**src/rtl/irq_ctrl_pkg.sv**
```systemverilog
package irq_ctrl_pkg;
  localparam int unsigned NUM_SRC = 3;
  localparam int unsigned REG_W   = 8;
  localparam int unsigned EMI_BIT = 0;
  localparam int unsigned EN_LSB  = 1;
  localparam int unsigned FLG_LSB = EN_LSB + NUM_SRC;

  typedef logic [NUM_SRC-1:0] src_vec_t;
endpackage

```
**src/rtl/irq_csr.sv**
```systemverilog
module irq_csr
  import irq_ctrl_pkg::*;
(
  input  logic             clk_i,
  input  logic             rst_ni,
  input  logic             wr_i,
  input  logic [REG_W-2:0] wdata_i,
  input  src_vec_t         evt_i,
  input  logic             take_i,
  input  src_vec_t         clr_i,
  input  logic             reti_i,
  output logic             emi_o,
  output src_vec_t         en_o,
  output src_vec_t         flag_o,
  output logic [REG_W-1:0] reg_o
);
  logic     emi_q, emi_d;
  src_vec_t en_q, en_d, flg_q, flg_d;

  always_comb begin
    emi_d = emi_q;
    en_d  = en_q;
    flg_d = flg_q;
    if (wr_i) begin
      emi_d = wdata_i[EMI_BIT];
      en_d  = wdata_i[EN_LSB +: NUM_SRC];
      flg_d = wdata_i[FLG_LSB +: NUM_SRC];
    end
    if (reti_i) emi_d = 1'b1;
    if (take_i) begin
      emi_d = 1'b0;
      flg_d = flg_d & ~clr_i;
    end
    // hardware set wins over software clear and service clear
    flg_d = flg_d | evt_i;
  end

  always_ff @(posedge clk_i or negedge rst_ni) begin
    if (!rst_ni) begin
      emi_q <= 1'b0;
      en_q  <= '0;
      flg_q <= '0;
    end else begin
      emi_q <= emi_d;
      en_q  <= en_d;
      flg_q <= flg_d;
    end
  end

  assign emi_o  = emi_q;
  assign en_o   = en_q;
  assign flag_o = flg_q;
  assign reg_o  = {1'b0, flg_q, en_q, emi_q};


  evt_sets_flag_chk: assert property (@(posedge clk_i) disable iff (!rst_ni)
    (evt_i != '0) |=> ((flg_q & $past(evt_i)) == $past(evt_i)));


  reti_sets_emi_chk: assert property (@(posedge clk_i) disable iff (!rst_ni)
    (reti_i && !take_i) |=> emi_q);
endmodule

```
**src/rtl/irq_arb.sv**
```systemverilog
module irq_arb
  import irq_ctrl_pkg::*;
#(
  parameter int unsigned VEC_BASE = 4,
  parameter int unsigned VEC_STEP = 4
) (
  input  src_vec_t   req_i,
  output src_vec_t   grant_o,
  output logic [7:0] vec_o
);
  always_comb begin
    grant_o = '0;
    vec_o   = '0;
    for (int i = NUM_SRC - 1; i >= 0; i--) begin
      if (req_i[i]) begin
        grant_o    = '0;
        grant_o[i] = 1'b1;
        vec_o      = 8'(VEC_BASE + i * VEC_STEP);
      end
    end
  end


  grant_onehot_chk: assert property (@(req_i) $onehot0(grant_o) && ((req_i == '0) == (grant_o == '0)));
endmodule

```
**src/rtl/prio_irq_ctrl.sv**
```systemverilog
module prio_irq_ctrl
  import irq_ctrl_pkg::*;
#(
  parameter int unsigned ADDR_W   = 8,
  parameter logic [7:0]  REG_ADDR = 8'h0B,
  parameter int unsigned VEC_BASE = 4,
  parameter int unsigned VEC_STEP = 4
) (
  input  logic              clk_i,
  input  logic              rst_ni,
  input  logic [ADDR_W-1:0] addr_i,
  input  logic              wr_en_i,
  input  logic [REG_W-1:0]  wdata_i,
  output logic [REG_W-1:0]  rdata_o,
  input  logic [NUM_SRC-1:0] src_evt_i,
  input  logic              stack_full_i,
  input  logic              strobe_i,
  input  logic              ret_i,
  input  logic              reti_i,
  output logic              ack_o,
  output logic [7:0]        vec_o
);
  logic             sel, take, emi, ack_q;
  logic [7:0]       vec_q, vec_c;
  src_vec_t         en, flg, req, grant;
  logic [REG_W-1:0] reg_v;
  logic             unused_w;

  assign unused_w = wdata_i[REG_W-1] ^ ret_i;  // RET has no effect on state
  assign sel      = (addr_i == ADDR_W'(REG_ADDR));

  irq_csr u_csr (
    .clk_i   (clk_i),
    .rst_ni  (rst_ni),
    .wr_i    (wr_en_i && sel),
    .wdata_i (wdata_i[REG_W-2:0]),
    .evt_i   (src_evt_i),
    .take_i  (take),
    .clr_i   (grant),
    .reti_i  (reti_i),
    .emi_o   (emi),
    .en_o    (en),
    .flag_o  (flg),
    .reg_o   (reg_v)
  );

  assign req = (emi && !stack_full_i && !ack_q) ? (en & flg) : '0;

  irq_arb #(.VEC_BASE(VEC_BASE), .VEC_STEP(VEC_STEP)) u_arb (
    .req_i   (req),
    .grant_o (grant),
    .vec_o   (vec_c)
  );

  assign take = strobe_i && (grant != '0);

  always_ff @(posedge clk_i or negedge rst_ni) begin
    if (!rst_ni) begin
      ack_q <= 1'b0;
      vec_q <= '0;
    end else begin
      ack_q <= take;
      vec_q <= take ? vec_c : '0;
    end
  end

  assign ack_o   = ack_q;
  assign vec_o   = vec_q;
  assign rdata_o = sel ? reg_v : '0;


  ack_single_chk: assert property (@(posedge clk_i) disable iff (!rst_ni)
    ack_o |=> !ack_o);


  ack_clears_emi_chk: assert property (@(posedge clk_i) disable iff (!rst_ni)
    ack_o |-> !emi);


  ack_needs_strobe_chk: assert property (@(posedge clk_i) disable iff (!rst_ni)
    ack_o |-> $past(strobe_i));


  ack_stack_ok_chk: assert property (@(posedge clk_i) disable iff (!rst_ni)
    ack_o |-> !$past(stack_full_i));


  vec_idle_chk: assert property (@(posedge clk_i) disable iff (!rst_ni)
    !ack_o |-> (vec_o == 8'h00));
endmodule

```
**config.mk**
```make
export PLATFORM = sky130hd
export DESIGN_NAME = prio_irq_ctrl
export DESIGN_NICKNAME = d
export VERILOG_FILES = /design/src/rtl/irq_ctrl_pkg.sv /design/src/rtl/irq_csr.sv /design/src/rtl/irq_arb.sv /design/src/rtl/prio_irq_ctrl.sv
export SDC_FILE = /design/constraint.sdc
export NUM_CORES = 1
export LEC_CHECK = 0
export ABC_CLOCK_PERIOD_IN_PS = 1300
export BUFFER_PORTS_ARGS = -buffer_cell sky130_fd_sc_hd__buf_2
export CORE_MARGIN = 8
export CORE_UTILIZATION = 38
export DETAILED_ROUTE_END_ITERATION = 8
export GPL_ROUTABILITY_DRIVEN = 0
export PLACE_DENSITY = 0.76
export SLEW_MARGIN = 20
export SYNTH_ARGS = -nofsm -noshare
export SYNTH_HDL_FRONTEND = slang
export SYNTH_SLANG_ARGS = --single-unit
```
**constraint.sdc**
```tcl
create_clock -name clk_i -period 1.3 [get_ports clk_i]
set_input_delay 0.065 -clock clk_i [delete_from_list [all_inputs] [get_ports clk_i]]
set_output_delay 0.065 -clock clk_i [all_outputs]
set_load 0.005 [all_outputs]
```
After elaboration in Yosys (flattened, before gate mapping)

Index checks and enable logic that the tools add are counted.
Widths: inputs -> output; s select.

Flip-flop bits (word level): 16
Input bits: 26
Word-level logic and storage cells: 32

Equal/unequal tests: 1
Mux-type cells: 14
Bitwise logic cells: 4
Reduce and logical (&&, ||, !) cells: 8

Operator list:

| operator           | number |
|---|---|
| $mux 3             | 6 |
| $mux 4             | 3 |
| $eq 8x4->1 const B | 1 |
| $mux 8             | 1 |
| $mux 7             | 1 |
| $and 3x3->3        | 2 |
| $reduce_bool 3->1  | 2 |
| $logic_and 1x1->1  | 4 |
| $mux 1             | 3 |
| $not 3->3          | 1 |
| $or 3x3->3         | 1 |
| $logic_not 1->1    | 2 |

Depth between registers and ports, before layout

Gate-level depths: netlist (run 1).

Word-level depth: 11
Gate-level depth with buffers: 5
Mapped depth without buffers: 4

Modules after synthesis

From an unflattened synthesis (run 1), not the netlist that was laid out.

Cell total of the unflattened synthesis: 89
Area total of the unflattened synthesis: 949.7 um^2

Modules (own cells, without submodules):

| module        | times used | cells each | area an instance (um^2) | sequential area each (um^2) |
|---|---|---|---|---|
| prio_irq_ctrl | 1          | 43         | 471.7                   | 225.2 |
| irq_csr       | 1          | 32         | 381.6                   | 175.2 |
| irq_arb       | 1          | 14         | 96.3                    | 0.0 |

Worst setup path before layout (run 1)

No wires, ideal clock.

Path kind: reg-to-reg
Start: reg ack_q (netlist: ack_o)
End: reg u_csr.flg_q[1] (netlist: u_csr.flag_o[1])
Library setup time: 0.124 ns
Arrival: 1.013 ns
Data required time: 1.176 ns
Setup slack: 0.163 ns
Stages on the path, launching flop included: 5
Buffers on the path: 0
Period minus slack after synthesis: 1.137 ns
Path through: dfrtp_1 nand4bb_1 nand2b_1 o22ai_1 o21bai_1

Cells in the longest elaborated chain, start to end: 10
Elaborated cells between the ends (all ways): 12

Ends and longest elaborated chain:

| what                     | line                | RTL |
|---|---|---|
| from (decl)              | prio_irq_ctrl.sv:23 | `logic sel, take, emi, ack_q;` |
| from (signal assigned)   | prio_irq_ctrl.sv:62 | `ack_q <= take;` |
| $logic_not 1->1 *        | prio_irq_ctrl.sv:47 | `assign req = (emi && !stack_full_i && !ack_q) ? (en & flg) : '0;` |
| $logic_and 1x1->1 *      | prio_irq_ctrl.sv:47 |  |
| $mux 3 *                 | prio_irq_ctrl.sv:47 |  |
| $mux 3 (2 in series)     | irq_arb.sv:15       | `if (req_i[i]) begin` |
| $mux 3 *                 | irq_arb.sv:15       |  |
| $reduce_bool 3->1        | prio_irq_ctrl.sv:55 | `assign take = strobe_i && (grant != '0);` |
| $logic_and 1x1->1        | prio_irq_ctrl.sv:55 |  |
| $mux 3 *                 | irq_csr.sv:30       | `if (take_i) begin` |
| $or 3x3->3 *             | irq_csr.sv:35       | `flg_d = flg_d \| evt_i;` |
| named net u_csr.flg_d[1] | irq_csr.sv:18       | `src_vec_t en_q, en_d, flg_q, flg_d;` |
| to (signal assigned)     | irq_csr.sv:46       | `flg_q <= flg_d;` |
| to (decl)                | irq_csr.sv:18       |  |

Mark *: on every way through the listed nets, which the timed path passes. The rest lies on a longest branch.
A chain may end at the register's enable or synchronous reset.

Worst setup path in the final report (run 1)

Start: reg ack_q (netlist: ack_o)
End: reg u_csr.flg_q[2] (netlist: u_csr.flag_o[2])

Cells in the longest elaborated chain, start to end: 10
Elaborated cells between the ends (all ways): 12

Ends and longest elaborated chain:

| what                                             | line |
|---|---|
| $logic_not 1->1 *                                | prio_irq_ctrl.sv:47 |
| $logic_and 1x1->1 *                              | prio_irq_ctrl.sv:47 |
| $mux 3 *                                         | prio_irq_ctrl.sv:47 |
| $mux 3 (2 in series)                             | irq_arb.sv:15 |
| $mux 3 *                                         | irq_arb.sv:15 |
| $reduce_bool 3->1 or $not 3->3 (tied branches)   | prio_irq_ctrl.sv:55, irq_csr.sv:32 |
| $logic_and 1x1->1 or $and 3x3->3 (tied branches) | prio_irq_ctrl.sv:55, irq_csr.sv:32 |
| $mux 3 *                                         | irq_csr.sv:30 |
| $or 3x3->3 *                                     | irq_csr.sv:35 |
| named net u_csr.flg_d[2]                         | irq_csr.sv:18 |

Marked as above.

==> run metrics, run 1 <==
Period minus WS final between 1 and 1.5 ns; Total Wirelength around 1.5 mm; post-route ant nets 0; synthesized flop and latch total 10; H-tree Lvls 1; final global-route overflow total 0; Post-DP Area 761 um^2; Iter 0 DRT Violations 8; largest family of logic cells by synthesized area simple AND/OR/NAND/NOR gates; Fin Hold WS 0.00584 ns; Final Total Pwr slightly above 0.7 mW; yosys warns 0; worst r2r dst u_csr.flag_o[2]; Die Y ~55 um; cts repair resizes 0; RSZ-0062 raised after global routing no; reg-to-reg slack, setup about 0.16 ns; Cell variety after synth 22; simple-gate portion of the synthesized area 0.275; Post-CTS Hold Buffers 2; mux contribution to synthesized area 0.0938; crit path launch ack_o; status completed; Worst setup endpoint u_csr.flag_o[2]; met2 usage 0.162; clock skew 0.00385 ns; max-capacitance violation count 0; Post-Place Cells between 100 and 150; reg2reg path depth 4; number of port buffers 33; clock slew at reported path FFs around 0.070 ns; vias post-DR approximately 530; setup violators final 0; worst hold path class input pin to flip-flop; clock tree root driver cell clkbuf_4; met1 Track Usage GR 0.109; setup tns final 0 ns; Non-Filler Instances 110; Layout Utilization 0.555; CP max stage delay around 0.37 ns; first-pass iteration count of the detailed router 4; share of layout cells above drive strength 1 0.553; IO Count 43; Worst EP required 1.44 ns; Avg Cell Area, Syn approximately 11 um^2; Syn Inst Count 54; adder-cell area share of the yosys netlist 0; Setup WS post-layout around 0.16 ns; row count 14; final instance area 817 um^2; vias per cell about 4.8; CTS tree yes; Peak VDD IR 0.000561 V; sequential area share after synthesis 0.426; top fanout value on the critical path 3; Worst setup EP type flip-flop; synth top area cells dfrtp_1 43%, and3_2 9.0%, buf_4 9.0%; Worst path slowest cell dfrtp_1; Hold Vio Cnt, Final 0; kind of critical path flip-flop to flip-flop; Post-synth EDFFs 0; vias in the first global route 584; hpwl dp 1.27 mm; die area 0.00306 mm^2; Power Density ~860 mW/mm^2; initial antenna violation count 0; first-pass GRT wire length between 2 and 3 mm; post-synth top area share 0.426; crit path cell chain nand4bb_1 -> nand2b_1 -> nor3_1 -> a211oi_1; Num CTS Buffers 3; Net count, final approximately 120; Max Fclk approximately 900 MHz; GRT busiest layer met2; Setup Fix Bufs, Post-CTS 0; crit path DAT ~1.3 ns; Longest Clk Path Bufs 2; Synth Area in Compound Gates 0.102; Static Leak roughly 0.45 nW; cell taking the most area after synthesis dfrtp_1; drt drc 0; pre-CTS WS approximately 0.12 ns; ANT cells 0; Initial Utilization 0.399; most frequent cells in the layout 33 x buf_2, 10 x dfrtp_1, 7 x and3_2, 7 x conb_1, 4 x nor2_1; GR Layer Usage met3 0.0479; largest net degree at the start of global routing 11; synthesized cell area just under 600 um^2; Slew Limit Fails 0; xor-xnor portion of the synthesized cell area 0; Critical R2R Launch ack_o; FFs w/ async S/R, synth 1.00; Critical Path Start Type flip-flop; total core area about 0.0015 mm^2; Chip Width 55.3 um; area grow syn2layout 39.2%; DR WL/cell ~14 um; Total GRT Usage 0.103; Main synth FF type dfrtp_1; commonest non-fill, non-tap cell in the layout buf_2; clock latency on the worst-skew pair around 0.26 ns; fin crit share 0.879; # clock sinks 10
cell families after synthesis:
logic type | Yosys count
AOI/OAI and AO/OA | 9
buffers and inverters | 8
DFF | 10
muxes | 4
other | 1
and+or+nand+nor | 22
critical path: cells and delay by family (launching register included):
family	cells	cell delay, ns
AO/OA/AOI/OAI	1	0.07
AND/OR/NAND/NOR	3	0.58
flip-flops	1	0.37
report_power, final:
group / switching [mW] / internal [mW]
Clock: 0.108 / 0.170
Combinational: 0.0444 / 0.0526
Sequential: 0.00820 / 0.322
Total: 0.160 / 0.544
worst min-delay path by stage:
stage / from / endpoint / slack [ns] / cells after the start
2_1_floorplan: rst_ni / ack_o / -0.23 / 0
3_3_place_gp: rst_ni / ack_o / -0.07 / 1
3_5_place_dp: rst_ni / u_csr.emi_o / -0.06 / 1
4_1_cts: src_evt_i[1] / u_csr.flag_o[1] / 0.002 / 2
5_1_grt: src_evt_i[1] / u_csr.flag_o[1] / 0.004 / 2
6_report: src_evt_i[1] / u_csr.flag_o[1] / 0.006 / 2
synth_stat cells (all sizes together), types with 2 or more instances:
library cell / count
nor2: 4
buf: 7
o21bai: 2
mux2: 3
and3: 7
nand3: 2
nand2: 2
dfrtp: 10
a21oi: 2
nor3: 3
a211oi: 2
layer usage:
layer / share of wire / up-vias
li1: - / 263
met1: 0.42 / 234
met2: 0.45 / 27
met3: 0.11 / 2
met4: 0.019 / 0
met5: 0 / -
layout make-up:
cell class              instances  area [um^2]
clock buffers                   4         36.3
flip-flops and latches         10          250
repair buffers                 38          208
fillers                       141          654
well taps                      16         20.0
multi-input cells              42          303
registers in the layout (all words and copies together) (netlist names):
register	cells
vec_o	2
u_csr.flag_o	3
u_csr.emi_o	1
ack_o	1
u_csr.en_o	3
(Power assumes the default switching activity.)
==> run 2: changes to the inputs <==
--- a/config.mk
+++ b/config.mk
@@ -6,12 +6,14 @@
 export NUM_CORES = 1
 export LEC_CHECK = 0
 export ABC_CLOCK_PERIOD_IN_PS = 1300
-export BUFFER_PORTS_ARGS = -buffer_cell sky130_fd_sc_hd__buf_2
+export BUFFER_PORTS_ARGS = -buffer_cell sky130_fd_sc_hd__buf_4
 export CORE_MARGIN = 8
-export CORE_UTILIZATION = 38
+export CORE_UTILIZATION = 40
+export CTS_BUF_LIST = sky130_fd_sc_hd__clkbuf_8
 export DETAILED_ROUTE_END_ITERATION = 8
 export GPL_ROUTABILITY_DRIVEN = 0
-export PLACE_DENSITY = 0.76
+export PLACE_DENSITY = 0.79
+export SKIP_LAST_GASP = 1
 export SLEW_MARGIN = 20
 export SYNTH_ARGS = -nofsm -noshare
 export SYNTH_HDL_FRONTEND = slang
==> run metrics, run 2 (synthesis gave the netlist of run 1 again) <==
status completed; top fanout value on the critical path 3 (unchanged); crit path DAT 1.33 ns (+0.05 ns); max-capacitance violation count 0 (unchanged); switching power 0.161 mW (+0.81%); ANT cells 0 (unchanged); vias post-DR 565 (+7.4%); Total GRT Usage 0.121 (+0.0176); largest net degree at the start of global routing 11 (unchanged); internal power 0.597 mW (+9.6%); Net Sw Frac 0.213 (-0.0144); row count 14 (unchanged); Total Wirelength 1.65 mm (+6.9%); clock tree root driver cell clkbuf_8; clock slew at reported path FFs 0.04 ns (-0.03 ns); kind of critical path flip-flop to flip-flop; Period minus WS final 1.23 ns (+0.0838 ns); commonest non-fill, non-tap cell in the layout buf_4; final global-route overflow total 0 (unchanged); Layout Utilization 0.626 (+0.0710); Max Fclk 815 MHz (-6.8%); H-tree Lvls 1 (unchanged); Iter 0 DRT Violations 8 (unchanged); Final Total Pwr 0.758 mW (+7.6%); Worst setup EP type flip-flop; Num CTS Buffers 3 (unchanged); Static Leak 0.469 nW (+3.5%); CP max stage delay 0.37 ns (about the same); first-pass GRT wire length 2.59 mm (-3.8%); total core area 0.00144 mm^2 (-2.4%); hpwl dp 1.32 mm (+3.7%); post-route ant nets 0 (unchanged); CTS tree yes; Slew Limit Fails 0 (unchanged); clock latency on the worst-skew pair 0.23 ns (-0.03 ns); share of layout cells above drive strength 1 0.565 (+0.0120); first-pass iteration count of the detailed router 4 (unchanged); fin crit share 0.943 (+0.0644); Post-Place Cells 104 (unchanged); DR WL/cell 15.3 um (+8.9%); crit path cell chain nand4bb_1 -> nand2b_1 -> nor3_2 -> a211oi_1; worst hold path class input pin to flip-flop; Worst EP required 1.41 ns (-0.03 ns); Layout fillers 129 (-8.5%); Initial Utilization 0.409 (+0.00973); clock skew 0.000582 ns (-0.00327 ns); Clock power frac 0.406 (+0.012); drt drc 0 (unchanged); vias in the first global route 579 (-0.86%); Die Y 54.3 um (-1.8%); RSZ-0062 raised after global routing no; vias per cell 5.23 (+9.4%); Post-DP Area 843 um^2 (+11%); # clock sinks 10 (unchanged); number of port buffers 33 (unchanged); Hold Vio Cnt, Final 0 (unchanged); final instance area 900 um^2 (+10%); setup violators final 0 (unchanged); Peak VDD IR 0.000656 V (+17%); Reg power frac 0.437 (-0.032); area grow syn2layout 53.3%; Net count, final 120 (-0.83%); family with the most delay on the worst path simple AND/OR/NAND/NOR gates; die area 0.00295 mm^2 (-3.6%); initial antenna violation count 0 (unchanged); Crit path buffers/inverters 0 (unchanged); IO Count 43 (unchanged); most frequent cells in the layout 36 x buf_4, 10 x dfrtp_1, 7 x and3_2, 7 x conb_1, 4 x nor2_1; Logic pwr share 0.157 (+0.019); Worst path slowest cell dfrtp_1; Longest Clk Path Bufs 2 (unchanged); setup tns final 0 ns (unchanged); Chip Width 54.3 um (-1.8%); Non-Filler Instances 108 (-1.8%); Critical Path Start Type flip-flop; Power Density 843 mW/mm^2 (-2.3%)
run 2: cell types whose count changed in the layout (fill, tap and decap cells not counted):
cell / change
clkbuf_4: -3
clkbuf_8: +2
buf_2: -33
nor3_2: +1
dlygate4sd3_1: -1
nor3_1: -1
buf_4: +33
run 2: repair_timing:
action	CTS	global route
buffers inserted	0	0
resized for setup	0	1
hold endpoints to repair	10	0
setup endpoints to repair	0	1
hold buffers	1	0
run 2: worst paths after layout:
kind | endpoint | slack, ns | cells past startpoint | startpoint
worst min-delay path | u_csr.flag_o[0] | 0.03 | 2 | src_evt_i[0]
worst max-delay path | u_csr.flag_o[2] | 0.07 | 4 | ack_o
worst max register to register | u_csr.flag_o[2] | 0.07 | 4 | ack_o
max in group asynchronous | u_csr.en_o[2] | 0.97 | 2 | rst_ni
worst min register to register | u_csr.en_o[0] | 0.53 | 1 | u_csr.en_o[0]
min in group asynchronous | u_csr.emi_o | 0.20 | 2 | rst_ni
run 2: stage by stage:
step | hold slack (ns) | worst slack [ns]
finish | 0.0345 | 0.0736
global route | 0.0287 | 0.0290
CTS | 0.0368 | 0.0424
detailed placement | -0.105 | 0.101
global placement | -0.104 | 0.112
floorplan | -0.231 | 0.163
run 2: layout make-up:
class | count | area, um^2 | area share
clock buffer | 3 | 41.3 | 0.0459
multi-input combinational | 42 | 308 | 0.342
sequential | 10 | 250 | 0.278
tap | 16 | 20.0 | 0.0223
timing repair buffer | 37 | 280 | 0.312
run 2: power by group through the flow:
stage / clock network (mW) / logic [mW] / registers [mW]
final: 0.308 / 0.119 / 0.332
after global placement: 0 / 0.112 / 0.335
after CTS: 0.312 / 0.119 / 0.331
after detailed placement: 0 / 0.114 / 0.336
after global routing: 0.341 / 0.130 / 0.333
after floorplan: 0 / 0.0510 / 0.334
run 2: routing by layer:
metal | up-vias | share of wire | track usage
met5 | - | 0 | 0
met4 | 0 | 0.037 | 0.102
met3 | 7 | 0.11 | 0.0380
met2 | 27 | 0.51 | 0.212
met1 | 266 | 0.34 | 0.111
li1 | 265 | - | -
run 2: worst reg2reg max path, stage by stage (launching register included):
cell       delay, ns
dfrtp_1         0.37
nand4bb_1       0.23
nand2b_1        0.23
nor3_2          0.21
a211oi_1        0.06
